$ cat src/rtl/bse_pkg.sv
package bse_pkg;

    localparam int NGP    = 5;
    localparam int WORD_W = 16;

    typedef enum logic [1:0] {
        ST_RUN,
        ST_DONE,
        ST_FAULT
    } bse_state_e;

    typedef struct packed {
        logic           ld_w;
        logic           ld_y;
        logic           ld_z;
        logic [NGP-1:0] ld_gp;
        logic           dr_w;
        logic           dr_r0;
        logic           dr_z;
        logic [NGP-1:0] dr_gp;
    } bse_ctl_t;

endpackage

$ cat src/rtl/bse_decode.sv
module bse_decode
    import bse_pkg::*;
(
    input  logic [WORD_W-1:0] word,
    output bse_ctl_t          ctl,
    output logic              is_end,
    output logic              bus_ok
);

    assign ctl.ld_w  = word[15];
    assign ctl.ld_y  = word[14];
    assign ctl.ld_z  = word[13];
    assign ctl.dr_w  = word[7];
    assign ctl.dr_r0 = word[6];
    assign ctl.dr_z  = word[5];

    for (genvar k = 0; k < NGP; k++) begin : g_gp_bits
        assign ctl.ld_gp[k] = word[12-k];
        assign ctl.dr_gp[k] = word[4-k];
    end

    assign is_end = (word == '0);
    assign bus_ok = ($countones(word[7:0]) == 1);

endmodule

$ cat src/rtl/bse_fsm.sv
module bse_fsm
    import bse_pkg::*;
#(
    parameter int CNT_W = 8
) (
    input  logic             clk,
    input  logic             rst,
    input  logic             in_valid,
    input  logic             is_end,
    input  logic             bus_ok,
    output logic             in_ready,
    output logic             exec,
    output logic             out_valid,
    output logic [CNT_W-1:0] step_cnt,
    output logic             done,
    output logic             error
);

    bse_state_e state, nxt;
    logic       accept;

    assign accept = in_valid && (state == ST_RUN);

    always_comb begin
        nxt = state;
        unique case (state)
            ST_RUN: begin
                if (accept && is_end) begin
                    nxt = ST_DONE;
                end else if (accept && !bus_ok) begin
                    nxt = ST_FAULT;
                end
            end
            ST_DONE:  nxt = ST_DONE;
            ST_FAULT: nxt = ST_FAULT;
            default:  nxt = ST_FAULT;
        endcase
    end

    always_ff @(posedge clk) begin
        if (rst) begin
            state <= ST_RUN;
        end else begin
            state <= nxt;
        end
    end

    always_comb begin
        in_ready = (state == ST_RUN);
        exec     = accept && !is_end && bus_ok;
        done     = (state == ST_DONE);
        error    = (state == ST_FAULT);
    end

    always_ff @(posedge clk) begin
        if (rst) begin
            out_valid <= 1'b0;
            step_cnt  <= '0;
        end else begin
            out_valid <= exec;
            if (exec) begin
                step_cnt <= step_cnt + CNT_W'(1);
            end
        end
    end

    p_fault_on_bad_bus_r4: assert property (@(posedge clk) disable iff (rst)
        (in_valid && in_ready && !is_end && !bus_ok) |=> error);

    p_end_sets_done_r5: assert property (@(posedge clk) disable iff (rst)
        (in_valid && in_ready && is_end) |=> (done && !out_valid));

    p_halt_sticky_r7: assert property (@(posedge clk) disable iff (rst)
        (done || error) |=> ($stable(done) && $stable(error) && !in_ready));

    p_step_inc_r8: assert property (@(posedge clk) disable iff (rst)
        exec |=> (out_valid && step_cnt == $past(step_cnt) + CNT_W'(1)));

    p_idle_holds_r10: assert property (@(posedge clk) disable iff (rst)
        !in_valid |=> ($stable(step_cnt) && !out_valid));

endmodule

$ cat src/rtl/bse_regfile.sv
module bse_regfile
    import bse_pkg::*;
#(
    parameter int WIDTH = 8
) (
    input  logic             clk,
    input  logic             rst,
    input  logic             exec,
    input  bse_ctl_t         ctl,
    output logic [WIDTH-1:0] w_q,
    output logic [WIDTH-1:0] y_q,
    output logic [WIDTH-1:0] z_q,
    output logic [WIDTH-1:0] gp_q [NGP]
);

    localparam logic [WIDTH-1:0] R0_VAL = '0;

    logic [WIDTH-1:0] bus;
    logic [WIDTH-1:0] w_sum;
    logic [WIDTH-1:0] z_sum;

    always_comb begin
        bus = '0;
        if (ctl.dr_w)  bus = bus | w_q;
        if (ctl.dr_r0) bus = bus | R0_VAL;
        if (ctl.dr_z)  bus = bus | z_q;
        for (int k = 0; k < NGP; k++) begin
            if (ctl.dr_gp[k]) bus = bus | gp_q[k];
        end
    end

    assign w_sum = bus + WIDTH'(1);
    assign z_sum = bus + y_q;

    always_ff @(posedge clk) begin
        if (rst) begin
            w_q <= '0;
            y_q <= '0;
            z_q <= '0;
        end else if (exec) begin
            if (ctl.ld_w) w_q <= w_sum;
            if (ctl.ld_y) y_q <= bus;
            if (ctl.ld_z) z_q <= z_sum;
        end
    end

    for (genvar k = 0; k < NGP; k++) begin : g_gp
        always_ff @(posedge clk) begin
            if (rst) begin
                gp_q[k] <= '0;
            end else if (exec && ctl.ld_gp[k]) begin
                gp_q[k] <= bus;
            end
        end
    end

    p_w_self_inc_r6: assert property (@(posedge clk) disable iff (rst)
        (exec && ctl.ld_w && ctl.dr_w) |=> (w_q == $past(w_q) + WIDTH'(1)));

    p_z_adds_y_r2: assert property (@(posedge clk) disable iff (rst)
        (exec && ctl.ld_z) |=> (z_q == $past(bus) + $past(y_q)));

    p_r1_plain_load_r2: assert property (@(posedge clk) disable iff (rst)
        (exec && ctl.ld_gp[0]) |=> (gp_q[0] == $past(bus)));

    p_r0_reads_zero_r9: assert property (@(posedge clk) disable iff (rst)
        (exec && ctl.dr_r0 && ctl.ld_y) |=> (y_q == '0));

endmodule

$ cat src/rtl/bus_step_engine.sv
module bus_step_engine
    import bse_pkg::*;
#(
    parameter int WIDTH = 8,
    parameter int CNT_W = 8
) (
    input  logic                 clk,
    input  logic                 rst,
    input  logic                 in_valid,
    output logic                 in_ready,
    input  logic [15:0]          in_word,
    output logic                 out_valid,
    output logic [CNT_W-1:0]     step_cnt,
    output logic [WIDTH-1:0]     w_q,
    output logic [WIDTH-1:0]     y_q,
    output logic [WIDTH-1:0]     z_q,
    output logic [5*WIDTH-1:0]   gp_q,
    output logic                 done,
    output logic                 error
);

    bse_ctl_t         ctl;
    logic             is_end;
    logic             bus_ok;
    logic             exec;
    logic [WIDTH-1:0] gp_arr [NGP];

    bse_decode u_decode (
        .word   (in_word),
        .ctl    (ctl),
        .is_end (is_end),
        .bus_ok (bus_ok)
    );

    bse_fsm #(.CNT_W(CNT_W)) u_fsm (
        .clk       (clk),
        .rst       (rst),
        .in_valid  (in_valid),
        .is_end    (is_end),
        .bus_ok    (bus_ok),
        .in_ready  (in_ready),
        .exec      (exec),
        .out_valid (out_valid),
        .step_cnt  (step_cnt),
        .done      (done),
        .error     (error)
    );

    bse_regfile #(.WIDTH(WIDTH)) u_regs (
        .clk  (clk),
        .rst  (rst),
        .exec (exec),
        .ctl  (ctl),
        .w_q  (w_q),
        .y_q  (y_q),
        .z_q  (z_q),
        .gp_q (gp_arr)
    );

    for (genvar k = 0; k < NGP; k++) begin : g_flat
        assign gp_q[k*WIDTH +: WIDTH] = gp_arr[k];
    end

    p_frozen_when_halted_r7: assert property (@(posedge clk) disable iff (rst)
        (done || error) |=> ($stable(w_q) && $stable(y_q) && $stable(z_q)
                             && $stable(gp_q) && $stable(step_cnt)));

    p_fault_no_change_r4: assert property (@(posedge clk) disable iff (rst)
        (in_valid && in_ready && !is_end && !bus_ok) |=> ($stable(w_q) && $stable(gp_q)));

    p_status_exclusive_r5: assert property (@(posedge clk) disable iff (rst)
        !(done && error));

endmodule

$ cat config.mk
export PLATFORM = sky130hd
export DESIGN_NAME = bus_step_engine
export DESIGN_NICKNAME = d
export VERILOG_FILES = /design/src/rtl/bse_pkg.sv /design/src/rtl/bse_decode.sv /design/src/rtl/bse_fsm.sv /design/src/rtl/bse_regfile.sv /design/src/rtl/bus_step_engine.sv
export SDC_FILE = /design/constraint.sdc
export NUM_CORES = 1
export LEC_CHECK = 0
export ABC_AREA = 1
export BUFFER_PORTS_ARGS = -buffer_cell sky130_fd_sc_hd__buf_2
export CORE_ASPECT_RATIO = 1.4
export CORE_UTILIZATION = 54
export DETAILED_ROUTE_END_ITERATION = 10
export GPL_ROUTABILITY_DRIVEN = 0
export PLACE_DENSITY_LB_ADDON = 0.25
export SYNTH_ARGS = -nofsm -noshare
export SYNTH_HDL_FRONTEND = slang
export SYNTH_SLANG_ARGS = --single-unit
$ cat constraint.sdc
create_clock -name clk -period 4.3 [get_ports clk]
set_input_delay 0.86 -clock clk [delete_from_list [all_inputs] [get_ports clk]]
set_output_delay 0.86 -clock clk [all_outputs]
set_load 0.05 [all_outputs]
==> results of run 1 <==
[cell usage after synthesis (2+ instances only)]
library cell  number  area [um^2]
buf_2              8         40.0
nand2_1          156          586
fa_1               5          100
a21oi_1           30          150
nor2_4             8         90.1
nand3_1           13         65.1
xor2_1            11         96.3
ha_1              19          238
nor3_1             4         20.0
inv_1             54          203
xnor2_1            2         17.5
nand2_2            3         18.8
o21ai_0           52          260
dfxtp_1           75         1500
nand4_1            4         25.0
nor2_1           131          492
inv_4              6         37.5
inv_2              2         7.51
clkbuf_1           8         30.0
[metrics by stage]
step / area [um^2] / instances
2_1_floorplan: 4070 / 599
3_3_place_gp: 4640 / 781
3_5_place_dp: 4640 / 781
4_1_cts: 4840 / 797
5_1_grt: 4840 / 797
6_report: 4840 / 797
[routing by layer]
metal | global-route usage (%) | vias up
met3 | 6.85 | 40
li1 | - | 2057
met1 | 36.0 | 1925
met2 | 50.7 | 169
met4 | 17.1 | 0
met5 | 0 | -
[final timing paths]
check	slack, ps	end	cells past startpoint
hold reg to reg	450	u_fsm.state[0]	1
setup reg to reg	2020	u_regs.z_q[5]	12
hold / removal	450	u_fsm.state[0]	1
setup / recovery	480	u_regs.gp_q[29]	15
[sequential cells by signal, summed over array words and instances, names as in the netlist]
name and count:
u_regs.y_q 8, u_regs.z_q 8, u_fsm.step_cnt 8, u_fsm.state 2, u_fsm.out_valid 1, u_regs.gp_q 40
u_regs.w_q 8
[final cells by class]
type | count | area share, %
Clock buffer | 12 | 3.21
Clock inverter | 4 | 1.01
Inverter | 62 | 5.12
Multi-Input combinational cell | 445 | 46.2
Sequential cell | 75 | 31.0
Tap cell | 97 | 2.51
Timing Repair Buffer | 102 | 11.0
[cell families (layout without fill, tap and decap cells)]
| kind of cell | count (synthesis) | in the layout | share of synthesized area [%] |
|---|---|---|---|
| simple gates | 325 | 325 | 33.5 |
| compound gates | 83 | 83 | 10.3 |
| buf+inv | 79 | 180 | 8.18 |
| flops | 75 | 75 | 36.9 |
| fa+ha+maj | 24 | 24 | 8.30 |
| xor+xnor | 13 | 13 | 2.80 |
[worst reg2reg max path, stage by stage (launching register included)]
cell	delay, ps
dfxtp_1	330
nand2_1	60
nand2_1	110
nor2_1	140
nand2_1	350
ha_1	490
a21oi_1	170
nand2_1	120
nand2_1	80
nand2_1	60
xor2_1	140
nand2_1	80
a21oi_1	120
[power by group]
group | internal [mW] | total, mW | switching [mW] | leakage (nW)
Combinational | 0.165 | 0.657 | 0.492 | 2.02
Sequential | 0.745 | 0.788 | 0.0431 | 0.606
Clock | 0.299 | 0.563 | 0.264 | 0.106
Total | 1.21 | 2.01 | 0.799 | 2.73
==> impl_metrics.py, run 1 <==
metrics = {
    "routing": {
        "wl_per_cell_um": 14.3,
        "drt_pre_antenna_iters": 7,
        "vias": 4191,
        "wl_met1_um": 4530,
        "wl_met3_um": 741,
        "routed-wl-met2_um": 5610,
        "drt_iter0_drc": 228,
        "routed_wl_um": 11400,
        "viasPerCell": 5.26,
        "top_layer": "met4",
        "ant_nets": 0,
        "drc": 0,
    },
    "layout": {
        "final_common_cell": "nand2_1",
        "num-fill-cells": 715,
        "antenna_cells": 0,
        "multi_input_area_mm2": 0.00223,
        "seqCellArea_mm2": 0.00150,
        "final_nets": 738,
        "drive_above_1_share_pct": 20.1,
        "final_cell_mix": "nand2_1 (156), nor2_1 (131), buf_2 (94), dfxtp_1 (75), inv_1 (54)",
        "syn2layout_area_growth_pct": 18.9,
        "utilization_pct": 66.2,
    },
    "global_route": {
        "track_usage_pct": 30.9,
        "grt_pass1_vias": 3822,
        "grt_max_degree": 36,
        "grt_pass1_wl_um": 18100,
        "antenna_found_initial": 0,
        "gr-total-overflow": 0,
    },
    "logic_synthesis": {
        "synth_cell_type_count": 27,
        "syn_area_mm2": 0.00407,
        "synth-seq-cells": 75,
        "syn-instance-count": 599,
        "synth.yosys.seq_area_share_pct": 36.9,
        "ys_warn_count": 0,
        "synth.avg_cell_area_um2": 6.79,
        "syn_nets": 642,
        "async_flop_share_pct": 0,
        "synth_edf_count": 0,
        "synth_flop_cell": "dfxtp_1",
    },
    "clock_network": {
        "cts.repair.resized": 0,
        "clk_path_buf_depth": 2,
        "clk_pin_slew_worst_paths_ps": 80,
        "ctsHoldBuffers": 0,
        "post_cts_buffers": 0,
        "htreeDepth": 3,
        "clk_latency_ps": 360,
        "cts.sinks": 75,
        "root_buffer": "clkbuf_8",
        "cts_buffers": 9,
        "cts_tree": "done",
    },
    "power_and_ir_drop": {
        "power.density_mw_per_mm2": 415,
        "leakage_nw": 2.73,
        "ir_drop_mv": 0.263,
        "report.power.total_mw": 2.01,
    },
    "timing": {
        "worst_slew_pin_slew_ps": 879,
        "hold_violations": 0,
        "setup_viol": 0,
        "period_needed_ps": 3820,
        "fin_tns_setup_ps": 0,
        "period_share_pct": 88.7,
        "whs_ps": 453,
        "slew_headroom_pct": 41.3,
        "slew_viol_final": 0,
        "timing.fmax_mhz": 262,
        "fin_skew_ps": 6.81,
        "grt_setup_unrepaired": "no",
        "fin_ws_ps": 484,
    },
    "floorplan": {
        "initial_utilization_pct": 55.6,
        "die_area_mm2": 0.00789,
        "fp.coreArea_mm2": 0.00731,
        "io_pins": 95,
        "die_w_um": 75.4,
        "rows": 37,
        "dieHeight_um": 105,
    },
    "critical_path": {
        "cp_slowest_cell": "fa_1",
        "critPathMaxStageDelay_ps": 480,
        "cp_cell_sequence": "buf_2, inv_1, ha_1, inv_1, fa_1, inv_1, fa_1, ha_1, fa_1, nor3_4, nand3_4, nor2_4, inv_4, nor2_1, nor2_1",
        "crit_start": "in_word[3]",
        "crit_type": "primary input to register",
        "r2r-start": "u_regs.gp_q[2]",
        "critical_path_buf_inv_count": 5,
        "path_max_fanout": 10,
        "endpoint_kind": "register",
        "crit_family": "adder cells",
        "start_kind": "primary input",
        "worst_ep_arrival_time_ps": 4080,
        "worstPathRequired_ps": 4560,
    },
    "flow_run": {
        "maxCapViolations": 0,
    },
    "status": {
        "status": "completed",
    },
    "placement": {
        "hpwl_um": 8440,
        "place_ws_ps": 124,
        "portBuffers": 94,
    },
    "hold_path": {
        "hp-class": "register to register",
        "hold_path.startpoint": "u_fsm.state[1]",
    },
}
(Power assumes the default switching activity.)
==> inputs of run 2 (changes only) <==
--- a/config.mk
+++ b/config.mk
@@ -5,10 +5,9 @@
 export SDC_FILE = /design/constraint.sdc
 export NUM_CORES = 1
 export LEC_CHECK = 0
-export ABC_AREA = 1
-export BUFFER_PORTS_ARGS = -buffer_cell sky130_fd_sc_hd__buf_2
+export BUFFER_PORTS_ARGS = -buffer_cell sky130_fd_sc_hd__buf_4
 export CORE_ASPECT_RATIO = 1.4
-export CORE_UTILIZATION = 54
+export CORE_UTILIZATION = 50
 export DETAILED_ROUTE_END_ITERATION = 10
 export GPL_ROUTABILITY_DRIVEN = 0
 export PLACE_DENSITY_LB_ADDON = 0.25
==> run 2 against run 1 <==
Sequential share of layout area shrank 0.80 points. Final area grew 2.6%. First-iteration DRC count increased by 30%. Core utilization rose by 0.90 points. Total power down 26%. Non-clock buffer count increased by 14. Routed wire length is 5.1% lower. Clock skew hardly changed. Largest cell class unchanged. Largest power group unchanged. Highest routed layer unchanged.
==> impl_metrics.py, run 2 <==
metrics = {
    "status": {
        "status": "completed",
    },
    "logic_synthesis": {
        "async_flop_share_pct": 0,
        "synthTopCellsByArea": "dfxtp_1 (39%), mux2i_1 (12%), ha_1 (6.2%), nor2_1 (6.2%), a22oi_1 (2.7%)",
        "syn_nets": 455,
        "syn_area_mm2": 0.00384,
        "synth.avg_cell_area_um2": 9.33,
        "synth_flop_cell": "dfxtp_1",
        "syn-instance-count": 412,
        "synth_edf_count": 0,
        "yosysTopAreaCell": "dfxtp_1",
        "yosysTopAreaCellShare_pct": 39.1,
        "synth.yosys.seq_area_share_pct": 39.1,
        "synth_common_cells": "dfxtp_1 (75), nor2_1 (63), mux2i_1 (47)",
        "ys_warn_count": 0,
        "synth_most_common_cell": "dfxtp_1",
        "synth-seq-cells": 75,
        "synth_cell_type_count": 48,
    },
    "layout": {
        "syn2layout_area_growth_pct": 29.3,
        "num-fill-cells": 635,
        "final_nets": 560,
        "seqCellArea_mm2": 0.00150,
        "utilization_pct": 67.1,
        "final_cell_mix": "buf_4 (113), dfxtp_1 (75), nor2_1 (63), mux2i_1 (47), nand2_1 (24)",
        "antenna_cells": 0,
        "top_register": "u_regs.gp_q",
        "drive_above_1_share_pct": 27.6,
        "multi_input_area_mm2": 0.00216,
        "final_common_cell": "buf_4",
        "largest_register_ffs": 40,
    },
    "routing": {
        "drt_pre_antenna_iters": 6,
        "vias": 3546,
        "routed_wl_um": 10800,
        "wl_per_cell_um": 17.4,
        "ant_nets": 0,
        "viasPerCell": 5.73,
        "drt_iter0_drc": 296,
        "drc": 0,
    },
    "global_route": {
        "gr-total-overflow": 0,
        "grt_max_degree": 77,
        "grt_pass1_vias": 3525,
        "track_usage_pct": 27.5,
        "antenna_found_initial": 0,
        "grt_pass1_wl_um": 17100,
    },
    "clock_network": {
        "post_cts_buffers": 0,
        "clk_latency_ps": 350,
        "clk_pin_slew_worst_paths_ps": 70,
        "cts_tree": "done",
        "htreeDepth": 3,
        "cts_buffers": 9,
        "cts.repair.resized": 0,
        "root_buffer": "clkbuf_8",
        "clk_path_buf_depth": 2,
        "ctsHoldBuffers": 0,
        "cts.sinks": 75,
    },
    "floorplan": {
        "io_pins": 95,
        "die_area_mm2": 0.00804,
        "dieHeight_um": 106,
        "initial_utilization_pct": 51.9,
        "die_w_um": 76.1,
        "fp.coreArea_mm2": 0.00741,
        "rows": 37,
    },
    "placement": {
        "portBuffers": 94,
        "hpwl_um": 8030,
    },
    "critical_path": {
        "start_kind": "primary input",
        "worstPathRequired_ps": 4560,
        "crit_type": "primary input to register",
        "path_max_fanout": 13,
        "worst_ep_arrival_time_ps": 4420,
        "endpoint_kind": "register",
    },
    "timing": {
        "slew_viol_final": 0,
        "setup_viol": 0,
        "timing.fmax_mhz": 240,
        "fin_skew_ps": 6.84,
        "period_share_pct": 96.7,
        "hold_violations": 0,
        "slew_headroom_pct": 34.0,
        "grt_setup_unrepaired": "no",
        "period_needed_ps": 4160,
        "worst_slew_pin_slew_ps": 990,
    },
    "hold_path": {
        "hp-class": "register to register",
    },
    "power_and_ir_drop": {
        "ir_drop_mv": 0.214,
        "leakage_nw": 2.45,
        "power.density_mw_per_mm2": 300,
        "report.power.total_mw": 1.49,
    },
    "flow_run": {
        "maxCapViolations": 0,
    },
}
## run 2: changes by cell type after synthesis, moves of 14 or more
cell,change
mux2i_1,+47
nor2_1,-68
o21ai_0,-50
nand2_1,-132
a22oi_1,+14
a21oi_1,-18
inv_1,-33
## run 2: worst max-delay path, cell delays in order
cell and delay [ps]:
buf_4 120, ha_1 220, fa_1 500, fa_1 560, ha_2 170, fa_1 410, or4b_4 580, nor2_4 170
buf_12 160, and3_1 360, nor2_1 70, a211oi_1 230
## run 2: final cells by class
cell class	count	area share, %
inverter	23	1.74
clock buffer	14	3.07
sequential	75	30.2
clock inverter	2	0.705
multi-input combinational	292	43.5
timing repair buffer	116	18.3
tap	97	2.44
## run 2: kinds of logic (layout without fill, tap and decap cells)
logic type / count (synthesis) / in the layout / synth area share (%)
AO/OA/AOI/OAI: 58 / 58 / 11.9
AND/OR/NAND/NOR: 150 / 150 / 20.1
XOR/XNOR: 13 / 13 / 2.96
multiplexers: 47 / 47 / 12.2
flip-flops: 75 / 75 / 39.1
buffers and inverters: 45 / 155 / 4.98
adder cells (fa/ha/maj): 24 / 24 / 8.79
## run 2: metrics by stage
step                      instance area, um^2  cells  TNS [ps]  hold slack, ps  setup WS, ps
final                                    4970    619         0             495           140
after global routing                     4970    619         0             511          12.5
after CTS                                4970    619         0             493           132
after detailed placement                 4780    603     -7340             481          -214
after global placement                   4780    603     -4260             474          -128
after floorplan                          3870    412         0             550          23.4
## run 2: path summary, 6_finish.rpt
path	startpoint	end	slack [ps]	cells past startpoint
max	in_word[4]	u_regs.z_q[1]	140	12
min	u_regs.w_q[2]	u_regs.w_q[2]	500	2
max reg2reg	u_regs.gp_q[1]	u_regs.z_q[5]	1730	9
min reg2reg	u_regs.w_q[2]	u_regs.w_q[2]	500	2
## run 2: routing by layer
metal  global-route usage [%]  vias to the layer above  part of all wire (%)
li1                         -                     1681                     -
met1                     30.5                     1713                    39
met2                     49.1                      128                    52
met3                     6.58                       24                   5.8
met4                     13.0                        0                   2.8
met5                        0                        -                     0
## run 2: power by group
part	switching, mW	internal [mW]
Combinational	0.151	0.101
Clock	0.246	0.284
Sequential	0.00778	0.701
Total	0.405	1.09
==> inputs of run 3 (changes only) <==
==> constraint.sdc (replaced) <==
create_clock -name clk -period 4.3 [get_ports clk]
set_input_delay 0.215 -clock clk [delete_from_list [all_inputs] [get_ports clk]]
set_output_delay 0.215 -clock clk [all_outputs]
set_load 0.05 [all_outputs]
==> run 3 against run 2 <==
First-iteration DRC count shrank 4.4%. Global-route usage fell by 0.36 points. Register-to-register slack lost 310 ps. Worst setup slack better by 430 ps. Core utilization is 2.1 points lower. Flip-flop and latch count did not move. Clock-buffer cell count down 4. Total power up 2.2%. Sequential share of layout area grew 1.0 points. Clock power increased by 12%. Highest routed layer unchanged.
==> impl_metrics.py, run 3 (synthesis gave the netlist of run 2 again) <==
metrics = {
    "layout": {
        "final_cells": 599,
        "final_cell_mix": "buf_4 (98), dfxtp_1 (75), nor2_1 (63), mux2i_1 (47), nand2_1 (24)",
        "drive_above_1_share_pct": 25.1,
        "antenna_cells": 0,
        "final_nets": 542,
        "top_register": "u_regs.gp_q",
        "utilization_pct": 64.9,
        "largest_register_ffs": 40,
        "final_common_cell": "buf_4",
        "syn2layout_area_growth_pct": 25.1,
    },
    "timing": {
        "grt_setup_unrepaired": "no",
        "fin_skew_ps": 10.2,
        "worst_slew_pin_slew_ps": 934,
        "hold_violations": 0,
        "slew_viol_final": 0,
        "whs_ps": 199,
        "period_share_pct": 86.8,
        "timing.fmax_mhz": 268,
        "slew_headroom_pct": 37.7,
        "period_needed_ps": 3730,
        "fin_tns_setup_ps": 0,
        "setup_viol": 0,
    },
    "status": {
        "status": "completed",
    },
    "floorplan": {
        "dieHeight_um": 106,
        "die_area_mm2": 0.00804,
        "die_w_um": 76.1,
        "io_pins": 95,
        "initial_utilization_pct": 51.9,
        "rows": 37,
        "fp.coreArea_mm2": 0.00741,
    },
    "clock_network": {
        "clk_path_buf_depth": 2,
        "ctsHoldBuffers": 0,
        "cts_buffers": 9,
        "cts_tree": "done",
        "root_buffer": "clkbuf_8",
        "clk_latency_ps": 350,
        "htreeDepth": 3,
        "cts.sinks": 75,
        "cts.repair.resized": 0,
        "post_cts_buffers": 0,
        "clk_pin_slew_worst_paths_ps": 80,
    },
    "global_route": {
        "grt_pass1_wl_um": 16800,
        "antenna_found_initial": 0,
        "gr-total-overflow": 0,
        "grt_pass1_vias": 3277,
        "track_usage_pct": 27.1,
        "grt_max_degree": 77,
    },
    "hold_path": {
        "hp-class": "primary input to register",
    },
    "critical_path": {
        "worstPathRequired_ps": 4510,
        "worst_ep_arrival_time_ps": 3950,
        "path_max_fanout": 16,
        "start_kind": "primary input",
        "crit_type": "primary input to register",
        "endpoint_kind": "register",
    },
    "routing": {
        "drt_pre_antenna_iters": 5,
        "drt_iter0_drc": 283,
        "wl_per_cell_um": 17.8,
        "vias": 3448,
        "routed_wl_um": 10700,
        "ant_nets": 0,
        "drc": 0,
        "viasPerCell": 5.76,
    },
    "placement": {
        "hpwl_um": 7440,
        "portBuffers": 94,
        "dp_cells": 585,
    },
    "power_and_ir_drop": {
        "report.power.total_mw": 1.52,
        "power.density_mw_per_mm2": 317,
        "leakage_nw": 2.36,
        "ir_drop_mv": 0.276,
    },
    "flow_run": {
        "maxCapViolations": 0,
    },
}
run 3: layout make-up:
class                      instances  area, um^2
clock buffer                      10         138
clock inverter                     4        76.3
fill                             642        2600
inverter                          23        86.3
multi-input combinational        292        2150
sequential                        75        1500
tap                               97         121
timing repair buffer              98         736
run 3: per-stage QoR:
step           worst slack, ps  area (um^2)
2_1_floorplan              523         3840
3_3_place_gp               297         4590
3_5_place_dp               219         4590
4_1_cts                    572         4810
6_report                   567         4810
5_1_grt                    405         4810
run 3: path summary, 6_finish.rpt:
kind         slack [ps]      startpoint             end  depth (start not counted)
min                 200        in_valid  u_fsm.state[0]                          3
max reg2reg        1420  u_regs.gp_q[2]   u_regs.z_q[6]                          8
max                 570      in_word[5]  u_regs.gp_q[7]                         15
min reg2reg         490   u_regs.z_q[3]   u_regs.z_q[3]                          2
run 3: where the power goes:
group / total, mW / internal, mW / switching (mW) / leakage [nW]
Clock: 0.594 / 0.337 / 0.257 / 0.104
Combinational: 0.222 / 0.0762 / 0.146 / 1.65
Sequential: 0.709 / 0.700 / 0.00836 / 0.604
run 3: routing by layer:
metal	share of wire, %	vias to the layer above	GRT usage, %
li1	-	1641	-
met1	40	1645	32.4
met2	51	143	47.0
met3	6.5	19	4.85
met4	2.9	0	12.8
met5	0	-	0
run 3: critical path: stages:
cell and delay, ps:
buf_4 190, inv_1 70, ha_1 270, inv_1 50, fa_1 380, inv_1 80
fa_1 420, ha_1 220, fa_1 430, or4b_4 530, nor2_4 110, buf_4 250
nand3_2 350, mux2i_1 320, nor2_1 60
